### src/rtl/scanline_addr_gen.sv
module scanline_addr_gen #(
  parameter int LINE_W = 16
) (
  input  logic              clk,
  input  logic              rst_n,
  input  logic              line_adv,
  input  logic [LINE_W-1:0] vblank_end,
  input  logic [LINE_W-1:0] vblank_start,
  input  logic [LINE_W-1:0] vtotal,
  input  logic [LINE_W-1:0] irq_line,
  input  logic [15:0]       disp_start,
  input  logic [15:0]       disp_tap,
  input  logic [15:0]       disp_ctl,
  output logic [LINE_W-1:0] vcount,
  output logic              line_valid,
  output logic [11:0]       row_addr,
  output logic [13:0]       col_addr,
  output logic              irq_pulse
);
  localparam logic [15:0] INV_MASK  = 16'hFFFC;
  localparam logic [15:0] STEP_MASK = 16'h03FC;

  logic [LINE_W-1:0] cur_line;
  logic [15:0]       work_addr;

  wire at_load  = cur_line == vblank_start;
  wire in_span  = cur_line >= vblank_end && cur_line <= vblank_start;
  wire stepping = cur_line >= vblank_end && cur_line <  vblank_start;

  wire [15:0] base  = at_load ? disp_start : work_addr;
  wire [15:0] shown = disp_ctl[10] ? base : (base ^ INV_MASK);

  wire [15:0] stepped = (base[1:0] == 2'b00)
    ? (((base & INV_MASK) - (disp_ctl & STEP_MASK)) | {14'b0, disp_start[1:0]})
    : {base[15:2], base[1:0] - 2'd1};

  wire [LINE_W-1:0] line_plus = cur_line + 1'b1;
  wire [LINE_W-1:0] line_next = (line_plus >= vtotal) ? '0 : line_plus;

  always_ff @(posedge clk) begin
    if (!rst_n) begin
      cur_line   <= '0;
      work_addr  <= '0;
      vcount     <= '0;
      line_valid <= 1'b0;
      row_addr   <= '0;
      col_addr   <= '0;
      irq_pulse  <= 1'b0;
    end else begin
      irq_pulse <= 1'b0;
      if (line_adv) begin
        vcount     <= cur_line;
        cur_line   <= line_next;
        line_valid <= in_span;
        row_addr   <= shown[15:4];
        col_addr   <= {3'b000, shown[6:2], 6'b000000} | disp_tap[13:0];
        irq_pulse  <= disp_ctl[15] && (cur_line == irq_line);
        if (at_load)       work_addr <= disp_start;
        else if (stepping) work_addr <= stepped;
      end
    end
  end

  assert_reset_clear_R1: assert property (@(posedge clk)
    !rst_n |=> (vcount == '0 && !line_valid && !irq_pulse && work_addr == '0));

  assert_line_advance_R2: assert property (@(posedge clk) disable iff (!rst_n)
    line_adv |=> (cur_line == '0 || cur_line == $past(cur_line) + 1'b1));

  assert_irq_single_R3: assert property (@(posedge clk) disable iff (!rst_n)
    irq_pulse |-> ($past(line_adv) && $past(disp_ctl[15])));

  assert_irq_drops_R3: assert property (@(posedge clk) disable iff (!rst_n)
    irq_pulse |=> !irq_pulse);

  assert_reload_R5: assert property (@(posedge clk) disable iff (!rst_n)
    (line_adv && at_load) |=> work_addr == $past(disp_start));

  assert_subcount_R9: assert property (@(posedge clk) disable iff (!rst_n)
    (line_adv && stepping && work_addr[1:0] != 2'b00) |=>
      (work_addr[15:2] == $past(work_addr[15:2]) &&
       work_addr[1:0] == $past(work_addr[1:0]) - 2'd1));

  assert_hold_R10: assert property (@(posedge clk) disable iff (!rst_n)
    !line_adv |=> ($stable(vcount) && $stable(line_valid) && $stable(row_addr)));
endmodule

### config.mk
export PLATFORM = sky130hd
export DESIGN_NAME = scanline_addr_gen
export DESIGN_NICKNAME = d
export VERILOG_FILES = /design/src/rtl/scanline_addr_gen.sv
export SDC_FILE = /design/constraint.sdc
export NUM_CORES = 1
export LEC_CHECK = 0
export ABC_AREA = 1
export ABC_CLOCK_PERIOD_IN_PS = 3400
export BUFFER_PORTS_ARGS = -buffer_cell sky130_fd_sc_hd__buf_2
export CAP_MARGIN = 20
export CORE_ASPECT_RATIO = 0.5
export CORE_MARGIN = 1.5
export CORE_UTILIZATION = 37
export DETAILED_ROUTE_END_ITERATION = 8
export GPL_TIMING_DRIVEN = 1
export PLACE_DENSITY = 0.7
export SETUP_SLACK_MARGIN = 0.4
export SLEW_MARGIN = 0
export SYNTH_ARGS = -nofsm -noshare
export SYNTH_HDL_FRONTEND = slang
export SYNTH_SLANG_ARGS = --single-unit
### constraint.sdc
create_clock -name clk -period 3.4 [get_ports clk]
set_input_delay 0.17 -clock clk [delete_from_list [all_inputs] [get_ports clk]]
set_output_delay 0.17 -clock clk [all_outputs]
set_load 0.02 [all_outputs]
Yosys cells after proc, flatten, opt, wreduce, memory -nomap -nowiden

Cells that the tools add are included.

Register bits: 76
Output and inout bits: 44
Word-level logic and storage cells: 32

Add/subtract/negate cells: 3
Order comparisons: 4
Equal/unequal tests: 2
Multiplexer cells: 6
Bitwise logic cells: 3
Reduce and logical (&&, ||, !) cells: 7

Operators with widths:

| operator                                         | count |
|---|---|
| two-way mux 16 bit                               | 6 |
| equality test 16 bit                             | 2 |
| greater-or-equal comparator 16 bit               | 2 |
| adder 16 x 1 -> 16 bit, second input constant    | 1 |
| less-or-equal comparator 16 bit                  | 1 |
| less-than comparator 16 bit                      | 1 |
| bitwise OR 16 x 2 -> 16 bit                      | 1 |
| subtractor 16 x 10 -> 16 bit                     | 1 |
| NOT 14 bit                                       | 1 |
| bitwise OR 11 x 14 -> 14 bit                     | 1 |
| AND reduction 2 bit                              | 2 |
| logical AND 1 bit                                | 3 |
| zero test 2 bit                                  | 1 |
| nonzero test 2 bit                               | 1 |
| subtractor 2 x 1 -> 2 bit, second input constant | 1 |

Depth between registers and ports, before layout

Gate-level depths: netlist of the first run.

Word-level depth: 7
Depth in mapped cells: 22
Gate-level depth less buffers: 22

Worst setup path before layout of the first run

Ideal clock, no wire load.

Kind: reg-to-reg
Start point: register cur_line[0]
End point: register work_addr[12]
Library setup time: 0.116 ns
Data arrival time: 2.874 ns
Path slack: 0.411 ns
Cell stages (with the launch flop): 23
Buffers on the path: 1
Cell sequence: dfxtp_1 -> inv_2 -> ha_1 -> nand2_1 -> nor2_4 -> nand4_2 -> buf_2 -> nand2_1 -> o21ai_1 -> inv_1 -> ha_1 -> inv_1 -> fa_1 -> nand3_1 -> nand3_1 -> a21oi_1 -> inv_1 -> nor2_4 -> nand2_1 -> nand2_1 -> nand3_1 -> nor2_1 -> nor2_1

Word-level cells in the longest chain between the ends: 7
Elaborated cells on any way between the ends: 13

RTL lines:

| item                         | RTL line | RTL |
|---|---|---|
| start, declared              | 23       | `logic [LINE_W-1:0] cur_line;` |
| start signal, assigned       | 53       | `cur_line <= line_next;` |
| equality test 16 bit         | 26       | `wire at_load = cur_line == vblank_start;` |
| two-way mux 16 bit           | 30       | `wire [15:0] base = at_load ? disp_start : work_addr;` |
| subtractor 16 x 10 -> 16 bit | 34       | `? (((base & INV_MASK) - (disp_ctl & STEP_MASK)) \| {14'b0, disp_start[1:0]})` |
| bitwise OR 16 x 2 -> 16 bit  | 34       |  |
| two-way mux 16 bit           | 34       |  |
| two-way mux 16 bit           | 59       | `else if (stepping) work_addr <= stepped;` |
| two-way mux 16 bit           | 58       | `if (at_load) work_addr <= disp_start;` |
| end signal, assigned         | 58       |  |
| end signal, assigned         | 59       |  |
| end, declared                | 24       | `logic [15:0] work_addr;` |

Parallel ways exist; a longest one is shown, timed or not. The select of a mux whose other input is x is not followed.
A chain may end at the register's enable or synchronous reset.

Worst setup path after layout of the first run

Start point: register cur_line[15]
End point: register work_addr[14]

Same word-level chain as after synthesis.

==> impl_metrics.json, run 1 <==
{
  "yosysWarnings": 0,
  "slew-limit-headroom_pct": 27.29,
  "ctsHoldBuffers": 0,
  "finalSetupTns_ns": 0,
  "synthTopCellsByCount": "nand2_1 (154), inv_1 (121), nor2_1 (98), dfxtp_1 (76), a21oi_1 (67)",
  "wl_per_cell_um": 14.53,
  "synth_cell_types": 48,
  "fin_cells": 1222,
  "met1_length_um": 7824,
  "place_hpwl_um": 13300,
  "drt_iter0_markers": 461,
  "hold_class": "primary input to register",
  "synth.most_common_cell": "nand2_1",
  "seq_area_frac_synth_pct": 26.54,
  "grt_pass1_vias": 5831,
  "finalMaxSlewViolations": 0,
  "synth_compound_area_share_pct": 16.63,
  "grt_usage_pct": 21.27,
  "wl_met2_um": 8633,
  "clkTransAtPathRegs_ns": 0.07,
  "cp_max_fo": 14,
  "cp.arrival_ns": 3.17,
  "crit_type": "register to register",
  "drc": 0,
  "antenna_cells": 0,
  "synth_top_area_share_pct": 26.54,
  "setup_ws_ns": 0.4708,
  "core_um2": 14780,
  "detail_route.first_pass.iterations": 8,
  "cap_violations": 0,
  "ys_async_sr_fraction_pct": 0,
  "pwr_density_cell_nw_per_um2": 298.5,
  "die_h_um": 91.02,
  "worst-slew-pin-transition_ns": 1.089,
  "port_buffers": 150,
  "synthAdderAreaFrac_pct": 12.79,
  "stdcell_area_um2": 7561,
  "synth_top_cell_by_area": "dfxtp_1",
  "setup_viol": 0,
  "dieArea_um2": 16300,
  "cts_root_buffer": "clkbuf_16",
  "hold_viol": 0,
  "syn_avg_cell_area_um2": 6.793,
  "cts_buffers": 9,
  "synthTopCellsByArea": "dfxtp_1 (27%), ha_1 (12%), nand2_1 (10%)",
  "dr_wl_met3_um": 1059,
  "vias": 6158,
  "via_per_inst": 5.039,
  "power_mw": 2.257,
  "synth-simple-area-share_pct": 28.28,
  "cts_tree": "built",
  "rsz0062_at_grt": "yes",
  "dominantRegCellSynth": "dfxtp_1",
  "status": "completed",
  "min_period_ns": 2.929,
  "fmax_ghz": 0.3414,
  "nNetsFinal": 1193,
  "synth_edf_count": 0,
  "synth_area_um2": 5733,
  "vdd_ir_drop_max_mv": 0.2480,
  "grt_max_degree": 52,
  "crit_path_end_kind": "register",
  "cts-htree-levels": 3,
  "synthCells": 844,
  "syn_to_final_growth_pct": 31.89,
  "period_share_pct": 86.15,
  "finClkSkew_ns": 0.01127,
  "dp_slack_ns": 0.1296,
  "p_leak_nw": 3.977,
  "muxShareOfSynthArea_pct": 0,
  "crit_path_start_kind": "register",
  "grt_pass1_wl_um": 27520,
  "dp.cells": 1182,
  "insertion_delay_ns": 0.34,
  "die_w_um": 179.0,
  "start_util_pct": 38.79,
  "crit_required_ns": 3.64,
  "dpl_cell_area_um2": 6764,
  "wl_um": 17760,
  "clockBufferDepth": 2,
  "synth_top_family_by_area": "simple AND/OR/NAND/NOR gates",
  "ant_nets": 0,
  "synth-seq-cells": 76,
  "drive_gt1_share_pct": 29.10,
  "gp_congestion": 0.9259,
  "synth_xor_area_share_pct": 4.889,
  "io_pins": 159,
  "hold_slack_ns": 0.03302,
  "std_cell_rows": 31,
  "top_layer_used": "met4",
  "postLayoutCoreUtil_pct": 51.16,
  "antenna_found_initial": 0,
  "cts.sinks": 76,
  "gr-total-overflow": 0,
  "synth_nets": 1017
}
## power by group
part	switching [mW]	internal, mW
clock	0.377	0.562
sequential	0.0177	0.923
combinational	0.226	0.151
total	0.621	1.64
## area by class of cell
class | instances | area (um^2)
clock inverters | 5 | 53.80
fillers | 1467 | 7217
well taps | 198 | 247.7
multi-input cells | 610 | 3869
clock buffers | 10 | 229.0
inverters | 125 | 471.7
repair buffers | 198 | 1157
flip-flops and latches | 76 | 1533
## layout by cell type (no fill, tap or decap), types with 3 or more instances in the layout
master / n
nor3_2: 5
o21ai_2: 5
a31oi_1: 7
o21bai_1: 3
nand2_2: 14
nor2_2: 5
o21ai_4: 4
o21ai_1: 7
o221ai_1: 6
nor2_4: 6
o21ai_0: 54
buf_4: 44
nor3_1: 3
ha_4: 9
or2_2: 4
dfxtp_1: 71
nand3_2: 3
buf_2: 150
clkinv_2: 3
nand2_1: 147
nand4_1: 23
a21oi_2: 4
xnor2_1: 4
nor2_1: 98
a21oi_1: 63
nand2_4: 3
inv_2: 5
nand3_1: 28
xor2_1: 27
ha_1: 46
dfxtp_2: 3
inv_1: 117
clkbuf_16: 10
o211ai_1: 5
## worst max-delay path: stages (launching register included)
cell     delay [ns]
dfxtp_2        0.34
ha_4           0.28
nand2_4        0.05
nor2_4         0.26
nand4_4        0.19
buf_12         0.20
nand2_1        0.10
o21ai_4        0.09
fa_2           0.38
nand3_2        0.09
nand3_4        0.09
a21oi_2        0.14
inv_2          0.05
nor2_4         0.17
nand4_1        0.11
nand2_1        0.07
nand3_1        0.08
nand2_1        0.09
inv_1          0.04
## cell families (layout without fill, tap and decap cells)
group / after synthesis / count (layout)
AOI/OAI and AO/OA: 169 / 169
xor gates and xnor gates: 32 / 32
adders and majority gates: 58 / 58
buffers and inverters: 158 / 338
DFF: 76 / 76
and+or+nand+nor: 351 / 351
## sequential cells by signal, indices dropped and copies added (netlist names)
name        count
line_valid      1
vcount         16
col_addr       14
work_addr      16
irq_pulse       1
cur_line       16
row_addr       12
## final timing paths
path | startpoint | endpoint | slack [ns] | depth (start not counted)
setup / recovery | cur_line[15] | work_addr[14] | 0.47 | 18
hold / removal | disp_tap[8] | col_addr[8] | 0.03 | 3
setup reg to reg | cur_line[15] | work_addr[14] | 0.47 | 18
hold reg to reg | row_addr[1] | row_addr[1] | 0.48 | 2
## what timing repair did
action / CTS / global route
gates cloned: 0 / 1
pin swaps: 11 / 24
gates resized for setup: 23 / 39
setup endpoints to repair: 11 / 26
endpoints found under the hold margin: 0 / 0
setup buffers: 8 / 16
## layer usage
| metal | global-route usage [%] | vias up |
|---|---|---|
| met3 | 4.229 | 21 |
| met1 | 26.38 | 2826 |
| met4 | 5.278 | 0 |
| met2 | 37.45 | 206 |
| met5 | 0 | - |
| li1 | - | 3105 |
Power figures use the tool's default switching activity.
==> run 2: changes to the inputs <==
- ABC_AREA: 1 -> default
- GPL_TIMING_DRIVEN: 1 -> 0
- PLACE_DENSITY: 0.7 -> 0.71
==> run 2 against run 1 <==
The flow now finishes with violations (negative setup slack). Via count fell by 10%. Critical path depth rose by 2. First-iteration DRC count fell by 37%. Maximum frequency fell by 19%. Sequential share of layout area fell by 0.65 points. Clock power rose by 4.8%. Synthesized cell count fell by 24%. Worst hold slack improved by 0.027 ns. Combinational power rose by 22%. Largest cell class unchanged. Largest power group is now the clock network.
==> impl_metrics.json, run 2 <==
{
  "worst-slew-pin-transition_ns": 0.6981,
  "drc": 0,
  "violations": "negative setup slack",
  "ctsHoldBuffers": 0,
  "start_util_pct": 38.61,
  "grt_pass1_wl_um": 27170,
  "reg2reg_depth": 20,
  "finClkSkew_ns": 0.008205,
  "synth_top_cell_by_area": "dfxtp_1",
  "period_share_pct": 106.3,
  "vias": 5535,
  "reg.largest.list": "cur_line: 16 flops, vcount: 16 flops, work_addr: 16 flops",
  "synth_edf_count": 0,
  "antenna_cells": 0,
  "fmax_ghz": 0.2766,
  "max_stage_delay_ns": 0.37,
  "gp_congestion": 0.8274,
  "core_um2": 13780,
  "ys_async_sr_fraction_pct": 0,
  "wl_per_cell_um": 16.77,
  "cts.sinks": 76,
  "finalSetupTns_ns": -2.300,
  "setup_ws_ns": -0.2157,
  "fin_cells": 1063,
  "slew-limit-headroom_pct": 53.46,
  "synth_top_area_share_pct": 28.61,
  "cp_max_fo": 8,
  "synthCells": 640,
  "setup_viol": 20,
  "yosysWarnings": 0,
  "gr-total-overflow": 0,
  "slowest_stage": "dfxtp_4",
  "synthTopCellsByCount": "dfxtp_1 (76), nor2_1 (66), inv_1 (65), ha_1 (57), a21oi_1 (35)",
  "vdd_ir_drop_max_mv": 0.2791,
  "place_hpwl_um": 12220,
  "crit_path_start_kind": "register",
  "grt_max_degree": 15,
  "hold_viol": 0,
  "port_buffers": 148,
  "dp_slack_ns": -0.4529,
  "dp.cells": 980,
  "min_period_ns": 3.616,
  "num-fill-cells": 1223,
  "r2r_setup_slack_ns": -0.22,
  "grt_pass1_vias": 5449,
  "cap_violations": 0,
  "path_depth": 20,
  "r2r_end": "cur_line[11]",
  "synthTopCellsByArea": "dfxtp_1 (29%), ha_1 (13%), mux2i_1 (6.0%)",
  "hold_class": "primary input to register",
  "io_pins": 159,
  "nNetsFinal": 1039,
  "std_cell_rows": 30,
  "synth_area_um2": 5319,
  "via_per_inst": 5.207,
  "grt_usage_pct": 22.84,
  "cts-htree-levels": 3,
  "reg2reg_from": "cur_line[0]",
  "cp_num_buf_inv": 6,
  "layout_common_cells": "buf_2 (155), dfxtp_1 (68), inv_1 (61)",
  "worstSetupEndpoint": "cur_line[11]",
  "insertion_delay_ns": 0.35,
  "cp_top_family": "compound AO/OA/AOI/OAI gates",
  "crit_required_ns": 3.67,
  "status": "finished, violations left",
  "cts_buffers": 9,
  "synth_nets": 813,
  "clockBufferDepth": 2,
  "cts_root_buffer": "clkbuf_16",
  "finalMaxSlewViolations": 0,
  "p_leak_nw": 3.858,
  "detail_route.first_pass.iterations": 5,
  "final_common_cell": "buf_2",
  "drt_iter0_markers": 290,
  "crit_top_cell": "buf_6",
  "worstHoldPathCells": 3,
  "die_w_um": 172.6,
  "cp.arrival_ns": 3.88,
  "syn_avg_cell_area_um2": 8.311,
  "cts_tree": "built",
  "clkTransAtPathRegs_ns": 0.06,
  "crit_chain": "buf_4, buf_6, buf_6, ha_4, nand3_2, or2_4, nor3_4, and3_4, nand3_4, xnor2_2, ha_1, a21o_1, a211oi_4, o31ai_4, a211oi_2, buf_6, buf_6, buf_8, nand2_1, a31oi_1",
  "dieArea_um2": 15150,
  "synth-seq-cells": 76,
  "die_h_um": 87.78,
  "wl_um": 17830,
  "crit_path_end_kind": "register",
  "syn_to_final_growth_pct": 47.73,
  "pwr_density_cell_nw_per_um2": 302.6,
  "ant_nets": 0,
  "antenna_found_initial": 0,
  "seq_area_frac_synth_pct": 28.61,
  "drive_gt1_share_pct": 39.84,
  "crit_start": "cur_line[0]",
  "synth.most_common_cell": "dfxtp_1",
  "crit_type": "register to register",
  "rsz0062_at_grt": "yes",
  "synth_cell_types": 68,
  "dominantRegCellSynth": "dfxtp_1"
}
-- run 2: changes by cell type after synthesis, moves of 14 or more --
cell | previous run | this run
nand2_1 | 154 | 34
inv_1 | 121 | 65
nor2_1 | 98 | 66
xnor2_1 | 4 | 31
nand3_1 | 31 | 8
a211oi_1 | 0 | 20
mux2i_1 | 0 | 32
o21ai_0 | 56 | 25
a21oi_1 | 67 | 35
nand4_1 | 23 | 9
-- run 2: routing by layer --
layer	wire length (um)	track usage (%)
met3	1027	4.557
met2	8767	41.24
met4	471	9.809
met5	0	0
met1	7564	27.00
-- run 2: cell type report --
cell class	instances	area, um^2	share of cell area, %
plain buffers	37	227.7	2.898
clock buffers	9	225.2	2.866
clock inverters	7	76.32	0.9713
inverters	66	250.2	3.185
multi-input cells	461	3959	50.38
flip-flops and latches	76	1541	19.62
well taps	192	240.2	3.057
repair buffers	215	1338	17.02
-- run 2: power by group --
part | internal [mW] | switching (mW)
logic | 0.213 | 0.247
registers | 0.917 | 0.0172
clock network | 0.572 | 0.412
-- run 2: cell families after synthesis --
family	after synthesis	synth area share, %
XOR/XNOR	47	7.739
flip-flops	76	28.61
multiplexers	33	6.234
buffers and inverters	103	8.163
AND/OR/NAND/NOR	160	14.77
adder cells (fa/ha/maj)	58	13.78
AO/OA/AOI/OAI	163	20.70
-- run 2: worst min-delay path by stage --
stage,startpoint,end,slack (ns)
after CTS,disp_tap[11],col_addr[11],0.06
after global routing,disp_start[1],work_addr[1],0.07
after floorplan,disp_start[1],work_addr[1],0.30
after global placement,disp_tap[13],col_addr[13],0.40
after detailed placement,disp_tap[11],col_addr[11],0.42
final,disp_tap[11],col_addr[11],0.06
-- run 2: timing repair --
item | 4_1_cts | 5_1_grt
resized for setup | 93 | 36
pin swaps | 47 | 34
cloned | 1 | 0
endpoints found under the setup margin | 29 | 28
setup buffers | 49 | 17
-- run 2: stage by stage --
stage | hold slack (ns) | total power, mW | utilization (%) | instance area (um^2)
after floorplan | 0.3042 | 1.185 | - | 5393
after global placement | 0.4045 | 1.323 | 46.27 | 6374
after detailed placement | 0.4151 | 1.330 | 46.27 | 6374
after CTS | 0.05806 | 2.350 | 54.92 | 7566
after global routing | 0.06981 | 2.472 | 57.04 | 7858
final | 0.05989 | 2.378 | 57.04 | 7858
-- run 2: worst reg2reg max path, cell delays in order (launching register included) --
cell and delay (ns):
dfxtp_4 0.37, buf_4 0.11, buf_6 0.09, buf_6 0.09, ha_4 0.14, nand3_2 0.08
or2_4 0.26, nor3_4 0.14, and3_4 0.24, nand3_4 0.08, xnor2_2 0.15, ha_1 0.30
a21o_1 0.19, a211oi_4 0.30, o31ai_4 0.14, a211oi_2 0.24, buf_6 0.20, buf_6 0.11
buf_8 0.10, nand2_1 0.05, a31oi_1 0.15
